[config.mk]
export PLATFORM = sky130hd
export DESIGN_NAME = dram_cmd_gate
export DESIGN_NICKNAME = d
export VERILOG_FILES = /design/src/rtl/dcg_pkg.sv /design/src/rtl/dcg_regfile.sv /design/src/rtl/dcg_bank_timer.sv /design/src/rtl/dcg_global_timer.sv /design/src/rtl/dram_cmd_gate.sv
export SDC_FILE = /design/constraint.sdc
export NUM_CORES = 1
export LEC_CHECK = 0
export ABC_AREA = 1
export CORE_MARGIN = 1
export CORE_UTILIZATION = 60
export CTS_CLUSTER_DIAMETER = 120
export CTS_CLUSTER_SIZE = 20
export DETAILED_ROUTE_END_ITERATION = 8
export DONT_BUFFER_PORTS = 1
export PLACE_DENSITY = 0.85
export SLEW_MARGIN = 25
export SYNTH_ARGS = -nofsm -noshare
export SYNTH_HDL_FRONTEND = slang
export SYNTH_HIERARCHICAL = 1
export SYNTH_SLANG_ARGS = --single-unit
[constraint.sdc]
create_clock -name clk -period 3.9 [get_ports clk]
set_input_delay 1.17 -clock clk [delete_from_list [all_inputs] [get_ports clk]]
set_output_delay 1.17 -clock clk [all_outputs]
set_load 0.05 [all_outputs]
[src/rtl/dcg_pkg.sv]
package dcg_pkg;

    localparam int NUM_CMDS = 6;
    localparam int DLY_W    = 4;

    localparam logic [31:0] TIMING_RESET = 32'h2022_7225;
    localparam logic [31:0] TIMING_MASK  = 32'hF7FF_FFFF;

    typedef logic [DLY_W-1:0] dly_t;

    typedef enum logic [2:0] {
        CMD_ACT = 3'd0,
        CMD_RD  = 3'd1,
        CMD_WR  = 3'd2,
        CMD_PRE = 3'd3,
        CMD_REF = 3'd4,
        CMD_LMR = 3'd5
    } cmd_e;

    typedef struct packed {
        dly_t       mrd;
        logic       pad;
        logic [2:0] wtr;
        dly_t       rrd;
        dly_t       rp;
        dly_t       rc;
        dly_t       wrec;
        dly_t       rcd;
        dly_t       ras;
    } timing_t;

    // Count down by one; on a hit keep the longer of remaining and new delay.
    function automatic dly_t reload(dly_t cur, dly_t n, logic hit);
        dly_t dec;
        dec = (cur == '0) ? '0 : cur - 1'b1;
        return (hit && (n > dec)) ? n : dec;
    endfunction

    function automatic dly_t wtr_floor(logic [2:0] v);
        return (v == 3'd0) ? dly_t'(1) : dly_t'(v);
    endfunction

endpackage

[src/rtl/dcg_regfile.sv]
module dcg_regfile
    import dcg_pkg::*;
(
    input  logic        clk,
    input  logic        rst,
    input  logic        wr_en,
    input  logic        lock,
    input  logic [31:0] wdata,
    output timing_t     cfg
);

    timing_t q;

    always_ff @(posedge clk) begin
        if (rst) begin
            q <= timing_t'(TIMING_RESET);
        end else if (wr_en && !lock) begin
            q <= timing_t'(wdata & TIMING_MASK);
        end
    end

    assign cfg = q;

    // a protected write changes nothing
    assert_locked_hold_R3: assert property (@(posedge clk) disable iff (rst)
        (wr_en && lock) |=> (q == $past(q)));

    // an open write lands, with bit 27 forced low
    assert_write_lands_R2: assert property (@(posedge clk) disable iff (rst)
        (wr_en && !lock) |=> (q.pad == 1'b0 && q.ras == $past(wdata[3:0])
                              && q.mrd == $past(wdata[31:28])));

endmodule

[src/rtl/dcg_bank_timer.sv]
module dcg_bank_timer
    import dcg_pkg::*;
(
    input  logic clk,
    input  logic rst,
    input  logic act_hit,
    input  logic wr_hit,
    input  logic pre_hit,
    input  dly_t rcd_n,
    input  dly_t ras_n,
    input  dly_t wrec_n,
    input  dly_t rp_n,
    output logic rcd_busy,
    output logic pre_busy,
    output logic rp_busy
);

    dly_t rcd_q, ras_q, wrec_q, rp_q;

    always_ff @(posedge clk) begin
        if (rst) begin
            rcd_q  <= '0;
            ras_q  <= '0;
            wrec_q <= '0;
            rp_q   <= '0;
        end else begin
            rcd_q  <= reload(rcd_q,  rcd_n,  act_hit);
            ras_q  <= reload(ras_q,  ras_n,  act_hit);
            wrec_q <= reload(wrec_q, wrec_n, wr_hit);
            rp_q   <= reload(rp_q,   rp_n,   pre_hit);
        end
    end

    assign rcd_busy = (rcd_q != '0);
    assign pre_busy = (ras_q != '0) || (wrec_q != '0);
    assign rp_busy  = (rp_q != '0);

    // an activate with a nonzero gap arms the column block
    assert_rcd_arm_R4: assert property (@(posedge clk) disable iff (rst)
        (act_hit && rcd_n != '0) |=> rcd_busy);

    // without a new hit the counter steps down by exactly one
    assert_count_down_R12: assert property (@(posedge clk) disable iff (rst)
        (!act_hit && rcd_q != '0) |=> (rcd_q == $past(rcd_q) - 1'b1));

    // a write with nonzero recovery blocks precharge next cycle
    assert_wrec_arm_R11: assert property (@(posedge clk) disable iff (rst)
        (wr_hit && wrec_n != '0) |=> pre_busy);

endmodule

[src/rtl/dcg_global_timer.sv]
module dcg_global_timer
    import dcg_pkg::*;
#(
    parameter int BANK_W = 3
)(
    input  logic              clk,
    input  logic              rst,
    input  logic              act_hit,
    input  logic              wr_hit,
    input  logic              lmr_hit,
    input  logic [BANK_W-1:0] act_bank,
    input  dly_t              rc_n,
    input  dly_t              mrd_n,
    input  dly_t              rrd_n,
    input  dly_t              wtr_n,
    output logic              rc_busy,
    output logic              mrd_busy,
    output logic              rrd_busy,
    output logic              wtr_busy,
    output logic [BANK_W-1:0] rrd_bank
);

    dly_t rc_q, mrd_q, rrd_q, wtr_q;
    logic [BANK_W-1:0] bank_q;

    always_ff @(posedge clk) begin
        if (rst) begin
            rc_q   <= '0;
            mrd_q  <= '0;
            rrd_q  <= '0;
            wtr_q  <= '0;
            bank_q <= '0;
        end else begin
            rc_q  <= reload(rc_q,  rc_n,  act_hit);
            mrd_q <= reload(mrd_q, mrd_n, lmr_hit);
            wtr_q <= reload(wtr_q, wtr_n, wr_hit);
            // the newest activate owns the activate-to-activate window
            rrd_q <= act_hit ? rrd_n : reload(rrd_q, '0, 1'b0);
            if (act_hit) bank_q <= act_bank;
        end
    end

    assign rc_busy  = (rc_q  != '0);
    assign mrd_busy = (mrd_q != '0);
    assign rrd_busy = (rrd_q != '0);
    assign wtr_busy = (wtr_q != '0);
    assign rrd_bank = bank_q;

    // a mode load with nonzero gap arms the mode block
    assert_mrd_arm_R8: assert property (@(posedge clk) disable iff (rst)
        (lmr_hit && mrd_n != '0) |=> mrd_busy);

    // every write blocks reads for at least one cycle
    assert_wtr_floor_R10: assert property (@(posedge clk) disable iff (rst)
        wr_hit |=> wtr_busy);

endmodule

[src/rtl/dram_cmd_gate.sv]
module dram_cmd_gate
    import dcg_pkg::*;
#(
    parameter  int NUM_BANKS = 8,
    localparam int BANK_W    = (NUM_BANKS > 1) ? $clog2(NUM_BANKS) : 1
)(
    input  logic                clk,
    input  logic                rst,
    input  logic                reg_wr_en,
    input  logic                reg_wr_lock,
    input  logic [31:0]         reg_wdata,
    output logic [31:0]         reg_rdata,
    input  logic                cmd_valid,
    input  logic [2:0]          cmd_kind,
    input  logic [BANK_W-1:0]   cmd_bank,
    output logic [NUM_CMDS-1:0] cmd_allow,
    output logic                cmd_go
);

    timing_t cfg;

    logic [NUM_BANKS-1:0] act_hit, wr_hit, pre_hit;
    logic [NUM_BANKS-1:0] rcd_busy, pre_busy, rp_busy;
    logic rc_busy, mrd_busy, rrd_busy, wtr_busy;
    logic [BANK_W-1:0] rrd_bank;
    logic any_rp, rrd_block;
    logic [7:0] allow_wide;
    logic go_act, go_wr, go_lmr;

    dcg_regfile u_regs (
        .clk   (clk),
        .rst   (rst),
        .wr_en (reg_wr_en),
        .lock  (reg_wr_lock),
        .wdata (reg_wdata),
        .cfg   (cfg)
    );

    assign reg_rdata = cfg;

    generate
        for (genvar b = 0; b < NUM_BANKS; b++) begin : g_bank
            logic sel;
            assign sel        = cmd_go && (cmd_bank == BANK_W'(b));
            assign act_hit[b] = sel && (cmd_kind == CMD_ACT);
            assign wr_hit[b]  = sel && (cmd_kind == CMD_WR);
            assign pre_hit[b] = sel && (cmd_kind == CMD_PRE);

            dcg_bank_timer u_bank (
                .clk      (clk),
                .rst      (rst),
                .act_hit  (act_hit[b]),
                .wr_hit   (wr_hit[b]),
                .pre_hit  (pre_hit[b]),
                .rcd_n    (cfg.rcd),
                .ras_n    (cfg.ras),
                .wrec_n   (cfg.wrec),
                .rp_n     (cfg.rp),
                .rcd_busy (rcd_busy[b]),
                .pre_busy (pre_busy[b]),
                .rp_busy  (rp_busy[b])
            );
        end
    endgenerate

    assign go_act = |act_hit;
    assign go_wr  = |wr_hit;
    assign go_lmr = cmd_go && (cmd_kind == CMD_LMR);

    dcg_global_timer #(.BANK_W(BANK_W)) u_glob (
        .clk      (clk),
        .rst      (rst),
        .act_hit  (go_act),
        .wr_hit   (go_wr),
        .lmr_hit  (go_lmr),
        .act_bank (cmd_bank),
        .rc_n     (cfg.rc),
        .mrd_n    (cfg.mrd),
        .rrd_n    (cfg.rrd),
        .wtr_n    (wtr_floor(cfg.wtr)),
        .rc_busy  (rc_busy),
        .mrd_busy (mrd_busy),
        .rrd_busy (rrd_busy),
        .wtr_busy (wtr_busy),
        .rrd_bank (rrd_bank)
    );

    assign any_rp    = |rp_busy;
    assign rrd_block = rrd_busy && (rrd_bank != cmd_bank);

    always_comb begin
        cmd_allow          = '0;
        cmd_allow[CMD_ACT] = !any_rp && !mrd_busy && !rrd_block;
        cmd_allow[CMD_RD]  = !any_rp && !rcd_busy[cmd_bank] && !wtr_busy;
        cmd_allow[CMD_WR]  = !any_rp && !rcd_busy[cmd_bank];
        cmd_allow[CMD_PRE] = !any_rp && !pre_busy[cmd_bank];
        cmd_allow[CMD_REF] = !any_rp && !rc_busy && !mrd_busy;
        cmd_allow[CMD_LMR] = !any_rp;
    end

    assign allow_wide = {{(8-NUM_CMDS){1'b0}}, cmd_allow};
    assign cmd_go     = cmd_valid && allow_wide[cmd_kind];

    // a precharge with nonzero gap shuts every command next cycle
    assert_pre_gap_R6: assert property (@(posedge clk) disable iff (rst)
        (cmd_go && cmd_kind == CMD_PRE && cfg.rp != '0) |=> (cmd_allow == '0));

    // unused codes are never issued
    assert_bad_code_R13: assert property (@(posedge clk) disable iff (rst)
        (cmd_valid && cmd_kind > 3'd5) |-> !cmd_go);

endmodule

==> results.json, run 1 <==
{
  "seqPwrFrac_pct": 28.0,
  "hold_path_end": "u_regs/cfg[6]$_SDFFE_PP0P_",
  "cts-buffers-inserted": 17,
  "drtIter0Drc": 1101,
  "grt_max_degree": 34,
  "async_flop_share_pct": 0,
  "r2r-start": "g_bank[4].u_bank/rp_q[1]$_SDFF_PP0_",
  "syn-cell-area_mm2": 0.01460,
  "max_stage_delay_ps": 340,
  "p_clk_share_pct": 24.3,
  "rows": 56,
  "synth_edf_count": 0,
  "ios": 82,
  "worst_slew_pin_slew_ps": 1059,
  "wl_per_cell_um": 12.94,
  "synthFlopType": "dfxtp_1",
  "vias": 14630,
  "setup_viol": 0,
  "relSlewSlack_pct": 29.28,
  "holdPathStages": 2,
  "p_sw_share_pct": 45.60,
  "ir_drop_mv": 0.5352,
  "clock_tree.root_cell": "clkbuf_16",
  "power.switching_mw": 3.808,
  "drtAntennaViolNets": 0,
  "fin_crit_ps": 3717,
  "worst_ep_required_time_ps": 2730,
  "yosysMostFrequentCell": "nand2_1",
  "crit_chain": "nor2_2 > nand2_1 > inv_1 > nand2_2 > nor2_1 > nand2_1 > nor2_4 > nand3_1 > nand2_1 > nand2_1 > inv_2 > nand2_2 > nand2_4 > nand2_4 > inv_6",
  "worst_slack_ps": 182.8,
  "path_common_cell": "nand2_1",
  "cts_tree": "built",
  "cts_resized": 0,
  "drc_errors": 0,
  "end_kind": "output pin",
  "fin_nets": 2649,
  "die_width_um": 158.0,
  "overflow": 0,
  "core_mm2": 0.02368,
  "synth_area_leader_cell": "dfxtp_1",
  "dieArea_mm2": 0.02496,
  "final_layout_size_suffix_gt1_share_pct": 8.189,
  "yosysTopAreaCellShare_pct": 24.41,
  "synthTopCellsByArea": "dfxtp_1 24%, nand2_1 17%, inv_1 14%",
  "holdWs_ps": 488.8,
  "critPathLaunchType": "register",
  "timing.final.crit_share_pct": 95.31,
  "dp_hpwl_mm": 26.86,
  "yosysSeqAreaShare_pct": 24.41,
  "timing.fmax_ghz": 0.2690,
  "cts_hold_buffers": 0,
  "io_buffers": 0,
  "regToRegSetupSlack_ps": 730,
  "hold_viol": 0,
  "cp.arrival_ps": 2550,
  "clkSinkCount": 178,
  "timing.rr.end": "g_bank[4].u_bank/rp_q[3]$_SDFF_PP0_",
  "htreeDepth": 4,
  "synth-seq-cells": 178,
  "synth_area_per_cell_um2": 5.949,
  "synthTopCellsByCount": "646 x nand2_1, 536 x inv_1, 310 x nor2_1",
  "place_congestion": 0.8771,
  "drt-total-wl_mm": 36.22,
  "grt_pass1_vias": 13740,
  "worstHoldStart": "u_regs/cfg[6]$_SDFFE_PP0P_",
  "clk_latency_ps": 440,
  "pre_cts_ws_ps": 514.7,
  "dr.pass1.iters": 7,
  "antennaDiodeCount": 0,
  "p_comb_share_pct": 47.7,
  "synthCells": 2454,
  "cap_violations": 0,
  "hp-class": "register to register",
  "yosysWarnings": 6,
  "cts_max_path_buffers": 2,
  "grt_pass1_wl_mm": 60.26,
  "slowest_stage": "dfxtp_1",
  "track_usage_pct": 29.99,
  "post_cts_buffers": 0,
  "crit_path_max_fanout": 7,
  "viasPerCell": 5.230,
  "leakagePower_nw": 7.901,
  "outcome": "finished, final reports clean",
  "worst_r2r_path_depth": 21,
  "die_y_um": 158.0,
  "skew_ps": 9.651,
  "syn2layout_area_growth_pct": 7.440,
  "synth.distinct_cells": 37,
  "path_clk_slew_ps": 70,
  "path_class": "register to output pin",
  "maxSlewViolCount": 0,
  "internal-power_mw": 4.542,
  "start_util_pct": 61.64,
  "antenna_found_initial": 0,
  "p_per_area_mw_per_mm2": 532.4
}
[power groups by stage]
stage	sequential (mW)	clock, mW	combinational [mW]
after global routing	2.37	2.13	4.54
after floorplan	2.33	0	3.07
final	2.33	2.03	3.99
after detailed placement	2.37	0	3.85
after global placement	2.35	0	3.67
after CTS	2.33	2.05	3.92
[cells in the final DEF, fill, tap and decap left out, drive strengths merged]
cell      synthesis  routed
dfxtp           178     178
nand3           192     192
o21ai            63      63
clkbuf            5      18
nand4             1       1
a21oi           172     172
a21boi            2       2
bufinv            0       6
o21a             18      18
clkinv            1       3
nor2            356     356
nand3b            1       1
nor4              3       3
o21bai            1       1
o2111ai           4       4
conb              2       3
inv             555     560
nor3              6       6
buf              22      19
clkinvlp          0       1
xnor2             3       3
nand2           710     710
ha              140     140
a31oi            19      19
[cell type report]
cell class	instances	area (um2)
Timing Repair Buffer	19	142.6
Fill cell	2081	7999
Inverter	556	2095
Multi-Input combinational cell	1694	8796
Clock buffer	18	439.2
Clock inverter	14	245.2
Tap cell	319	399.1
Sequential cell	178	3567
[registers in the layout, summed over array words and instances (netlist names)]
signal and cells:
g_bank.u_bank/ras_q 32, u_glob/rrd_bank 3, g_bank.u_bank/wrec_q 32, u_glob/rrd_q 4
u_glob/wtr_q 4, g_bank.u_bank/rcd_q 32, u_glob/rc_q 4, u_regs/cfg 31
g_bank.u_bank/rp_q 32, u_glob/mrd_q 4
[layer usage]
metal	global-route usage (%)	part of all wire [%]	wire, um
met1	33.86	41	14780
met2	52.53	47	16910
met3	6.460	8.0	2915
met4	16.30	4.5	1613
met5	0	0	0
[worst max-delay path by stage]
stage | from | endpoint | slack, ps
5_1_grt | g_bank[4].u_bank/rp_q[1]$_SDFF_PP0_ | cmd_go | -40
2_1_floorplan | g_bank[3].u_bank/rp_q[1]$_SDFF_PP0_ | cmd_allow[4] | 420
4_1_cts | g_bank[4].u_bank/rp_q[1]$_SDFF_PP0_ | cmd_go | 110
3_5_place_dp | cmd_bank[0] | cmd_go | 510
3_3_place_gp | cmd_bank[0] | cmd_go | 550
6_report | g_bank[4].u_bank/rp_q[1]$_SDFF_PP0_ | cmd_go | 180
[critical path: cells and delay by family, from the launching register on]
kind	cells	cell delay, ps
flip-flops	1	340
AND/OR/NAND/NOR	12	1440
buffers and inverters	3	320
[logic make-up (layout without fill, tap and decap cells)]
family	Yosys count	count (layout)	share of synthesized area, %
AND/OR/NAND/NOR	1269	1269	37.46
buffers and inverters	583	607	15.47
AO/OA/AOI/OAI	279	279	10.43
flip-flops	178	178	24.41
adder cells (fa/ha/maj)	140	140	12.00
XOR/XNOR	3	3	0.1800
other	2	3	0.05145
[metrics by stage]
| stage | setup TNS [ps] | std cells | utilization, % | total power, mW | area (um2) |
|---|---|---|---|---|---|
| floorplan | 0 | 2455 | - | 5.398 | 14600 |
| global placement | 0 | 2766 | 63.27 | 6.025 | 14980 |
| detailed placement | 0 | 2766 | 63.28 | 6.219 | 14990 |
| CTS | 0 | 2798 | 66.17 | 8.298 | 15670 |
| global route | -42.29 | 2798 | 66.22 | 9.034 | 15680 |
| finish | 0 | 2798 | 66.22 | 8.350 | 15680 |
(Power assumes the default switching activity.)
==> run 2: changes to the inputs <==
==> constraint.sdc (replaced) <==
create_clock -name clk -period 3.9 [get_ports clk]
set_input_delay 0.585 -clock clk [delete_from_list [all_inputs] [get_ports clk]]
set_output_delay 0.585 -clock clk [all_outputs]
set_load 0.05 [all_outputs]
==> results.json, run 2 (synthesized netlist as in run 1, its figures left out) <==
{
  "crit_chain": "nor2_2 > nand2_1 > inv_1 > nand2_2 > nor2_1 > nand2_1 > nor3_1 > nand3b_1 > nand2_1 > nand2_2 > nor2_8 > nand2_4 > inv_4 > nand3_1 > nand3_1 > inv_4 > nor2_8 > nand3_1 > nand2_1 > nor2_1",
  "antenna_found_initial": 0,
  "start_util_pct": 61.64,
  "worst_r2r_path_depth": 20,
  "mostFrequentLayoutCell": "nand2_1",
  "rsz0062_at_grt": "no",
  "timing.rr.end": "u_glob/rc_q[3]$_SDFF_PP0_",
  "place_congestion": 0.8796,
  "dieArea_mm2": 0.02496,
  "max_stage_delay_ps": 360,
  "die_y_um": 158.0,
  "die_width_um": 158.0,
  "cts_hold_buffers": 0,
  "syn2layout_area_growth_pct": 6.437,
  "ios": 82,
  "track_usage_pct": 28.99,
  "overflow": 0,
  "cts_resized": 0,
  "core_mm2": 0.02368,
  "worst_ep_required_time_ps": 4240,
  "outcome": "finished, final reports clean",
  "setup_viol": 0,
  "rows": 56,
  "cp.arrival_ps": 3640,
  "dr.pass1.iters": 5,
  "worst_slew_pin_slew_ps": 1072,
  "cts_tree": "built",
  "grtUsageMet3_pct": 5.667,
  "grt_util_met1_pct": 33.09,
  "seqPwrFrac_pct": 29.0,
  "end_kind": "register",
  "internal-power_mw": 4.213,
  "maxSlewViolCount": 0,
  "clkSinkCount": 178,
  "grt_pass1_wl_mm": 58.81,
  "critPathLaunchType": "register",
  "hold_viol": 0,
  "p_clk_share_pct": 22.1,
  "worst-path-stages": 20,
  "final_layout_size_suffix_gt1_share_pct": 7.882,
  "drtAntennaViolNets": 0,
  "p_comb_share_pct": 48.9,
  "path_common_cell": "nand2_1",
  "grt_pass1_vias": 13360,
  "wl_per_cell_um": 12.67,
  "timing.final.crit_share_pct": 84.63,
  "skew_ps": 13.75,
  "drc_errors": 0,
  "grt_max_degree": 34,
  "drt-total-wl_mm": 35.39,
  "fin_crit_ps": 3301,
  "p_per_area_mw_per_mm2": 516.5,
  "clock_tree.root_cell": "clkbuf_16",
  "path_class": "register to register",
  "leakagePower_nw": 7.829,
  "r2r-start": "g_bank[5].u_bank/rp_q[1]$_SDFF_PP0_",
  "regToRegSetupSlack_ps": 600,
  "io_buffers": 0,
  "critPathBufInv": 3,
  "post_cts_buffers": 0,
  "fin_nets": 2644,
  "crit_path_max_fanout": 8,
  "power.switching_mw": 3.812,
  "use_met2_pct": 52.53,
  "final_cell_mix": "646 x nand2_1, 536 x inv_1, 310 x nor2_1",
  "timing.fmax_ghz": 0.3030,
  "slowest_stage": "nor3_1",
  "crit_start": "g_bank[5].u_bank/rp_q[1]$_SDFF_PP0_",
  "antennaDiodeCount": 0,
  "holdPathStages": 1,
  "holdWs_ps": 209.0,
  "setup.worst_path.end": "u_glob/rc_q[3]$_SDFF_PP0_",
  "clk_latency_ps": 440,
  "relSlewSlack_pct": 28.44,
  "busiest_layer": "met2",
  "cts-buffers-inserted": 17,
  "cts_max_path_buffers": 2,
  "viasPerCell": 5.230,
  "cp_top_family": "simple AND/OR/NAND/NOR gates",
  "dp_hpwl_mm": 26.65,
  "htreeDepth": 4,
  "path_clk_slew_ps": 80,
  "vias": 14610,
  "ir_drop_mv": 0.3487,
  "setup_tns_ps": 0,
  "drtIter0Drc": 960,
  "cap_violations": 0,
  "hp-class": "input pin to register",
  "p_sw_share_pct": 47.50
}
[run 2: cell count changes in the layout (fill, tap and decap cells not counted), moves of 2 or more]
cell,previous run,this run
inv_8,0,6
buf_4,19,14
bufinv_16,6,1
inv_6,6,3
clkinv_4,1,3
dfxtp_1,175,177
dfxtp_2,3,1
[run 2: layer usage]
| layer | part of all wire, % | wire [um] |
|---|---|---|
| met3 | 7.4 | 2627 |
| met5 | 0 | 0 |
| met1 | 41 | 14550 |
| met2 | 48 | 17070 |
| met4 | 3.2 | 1139 |
[run 2: through the flow]
| stage | power, mW | instance area (um2) | util, % | setup WS [ps] | std cells |
|---|---|---|---|---|---|
| global placement | 6.003 | 14950 | 63.11 | 843.4 | 2761 |
| floorplan | 5.398 | 14600 | - | 980.5 | 2455 |
| global route | 8.700 | 15540 | 65.61 | 382.2 | 2793 |
| CTS | 8.004 | 15540 | 65.60 | 682.8 | 2793 |
| detailed placement | 6.200 | 14950 | 63.11 | 775.5 | 2761 |
| finish | 8.025 | 15540 | 65.61 | 599.4 | 2793 |
[run 2: worst min path at each step]
stage | startpoint | to
floorplan | u_glob/rrd_q[3]$_SDFF_PP0_ | u_glob/rrd_q[3]$_SDFF_PP0_
global placement | u_regs/cfg[9]$_SDFFE_PP1P_ | u_regs/cfg[9]$_SDFFE_PP1P_
detailed placement | u_regs/cfg[9]$_SDFFE_PP1P_ | u_regs/cfg[9]$_SDFFE_PP1P_
CTS | rst | u_glob/rrd_q[0]$_SDFF_PP0_
global route | rst | u_glob/rrd_q[2]$_SDFF_PP0_
finish | rst | u_glob/rrd_q[2]$_SDFF_PP0_
[run 2: area by class of cell]
| class | instances | area, um2 |
|---|---|---|
| sequential | 178 | 3565 |
| timing repair buffer | 14 | 105.1 |
| fill | 2147 | 8145 |
| inverter | 556 | 2092 |
| multi-input combinational | 1694 | 8786 |
| tap | 319 | 399.1 |
| clock inverter | 15 | 165.2 |
| clock buffer | 17 | 425.4 |
[run 2: power by group through the flow]
stage	logic, mW	clock network, mW	registers (mW)
detailed placement	3.84	0	2.36
floorplan	3.07	0	2.33
finish	3.93	1.77	2.32
global placement	3.66	0	2.35
CTS	3.89	1.79	2.32
global route	4.48	1.86	2.35
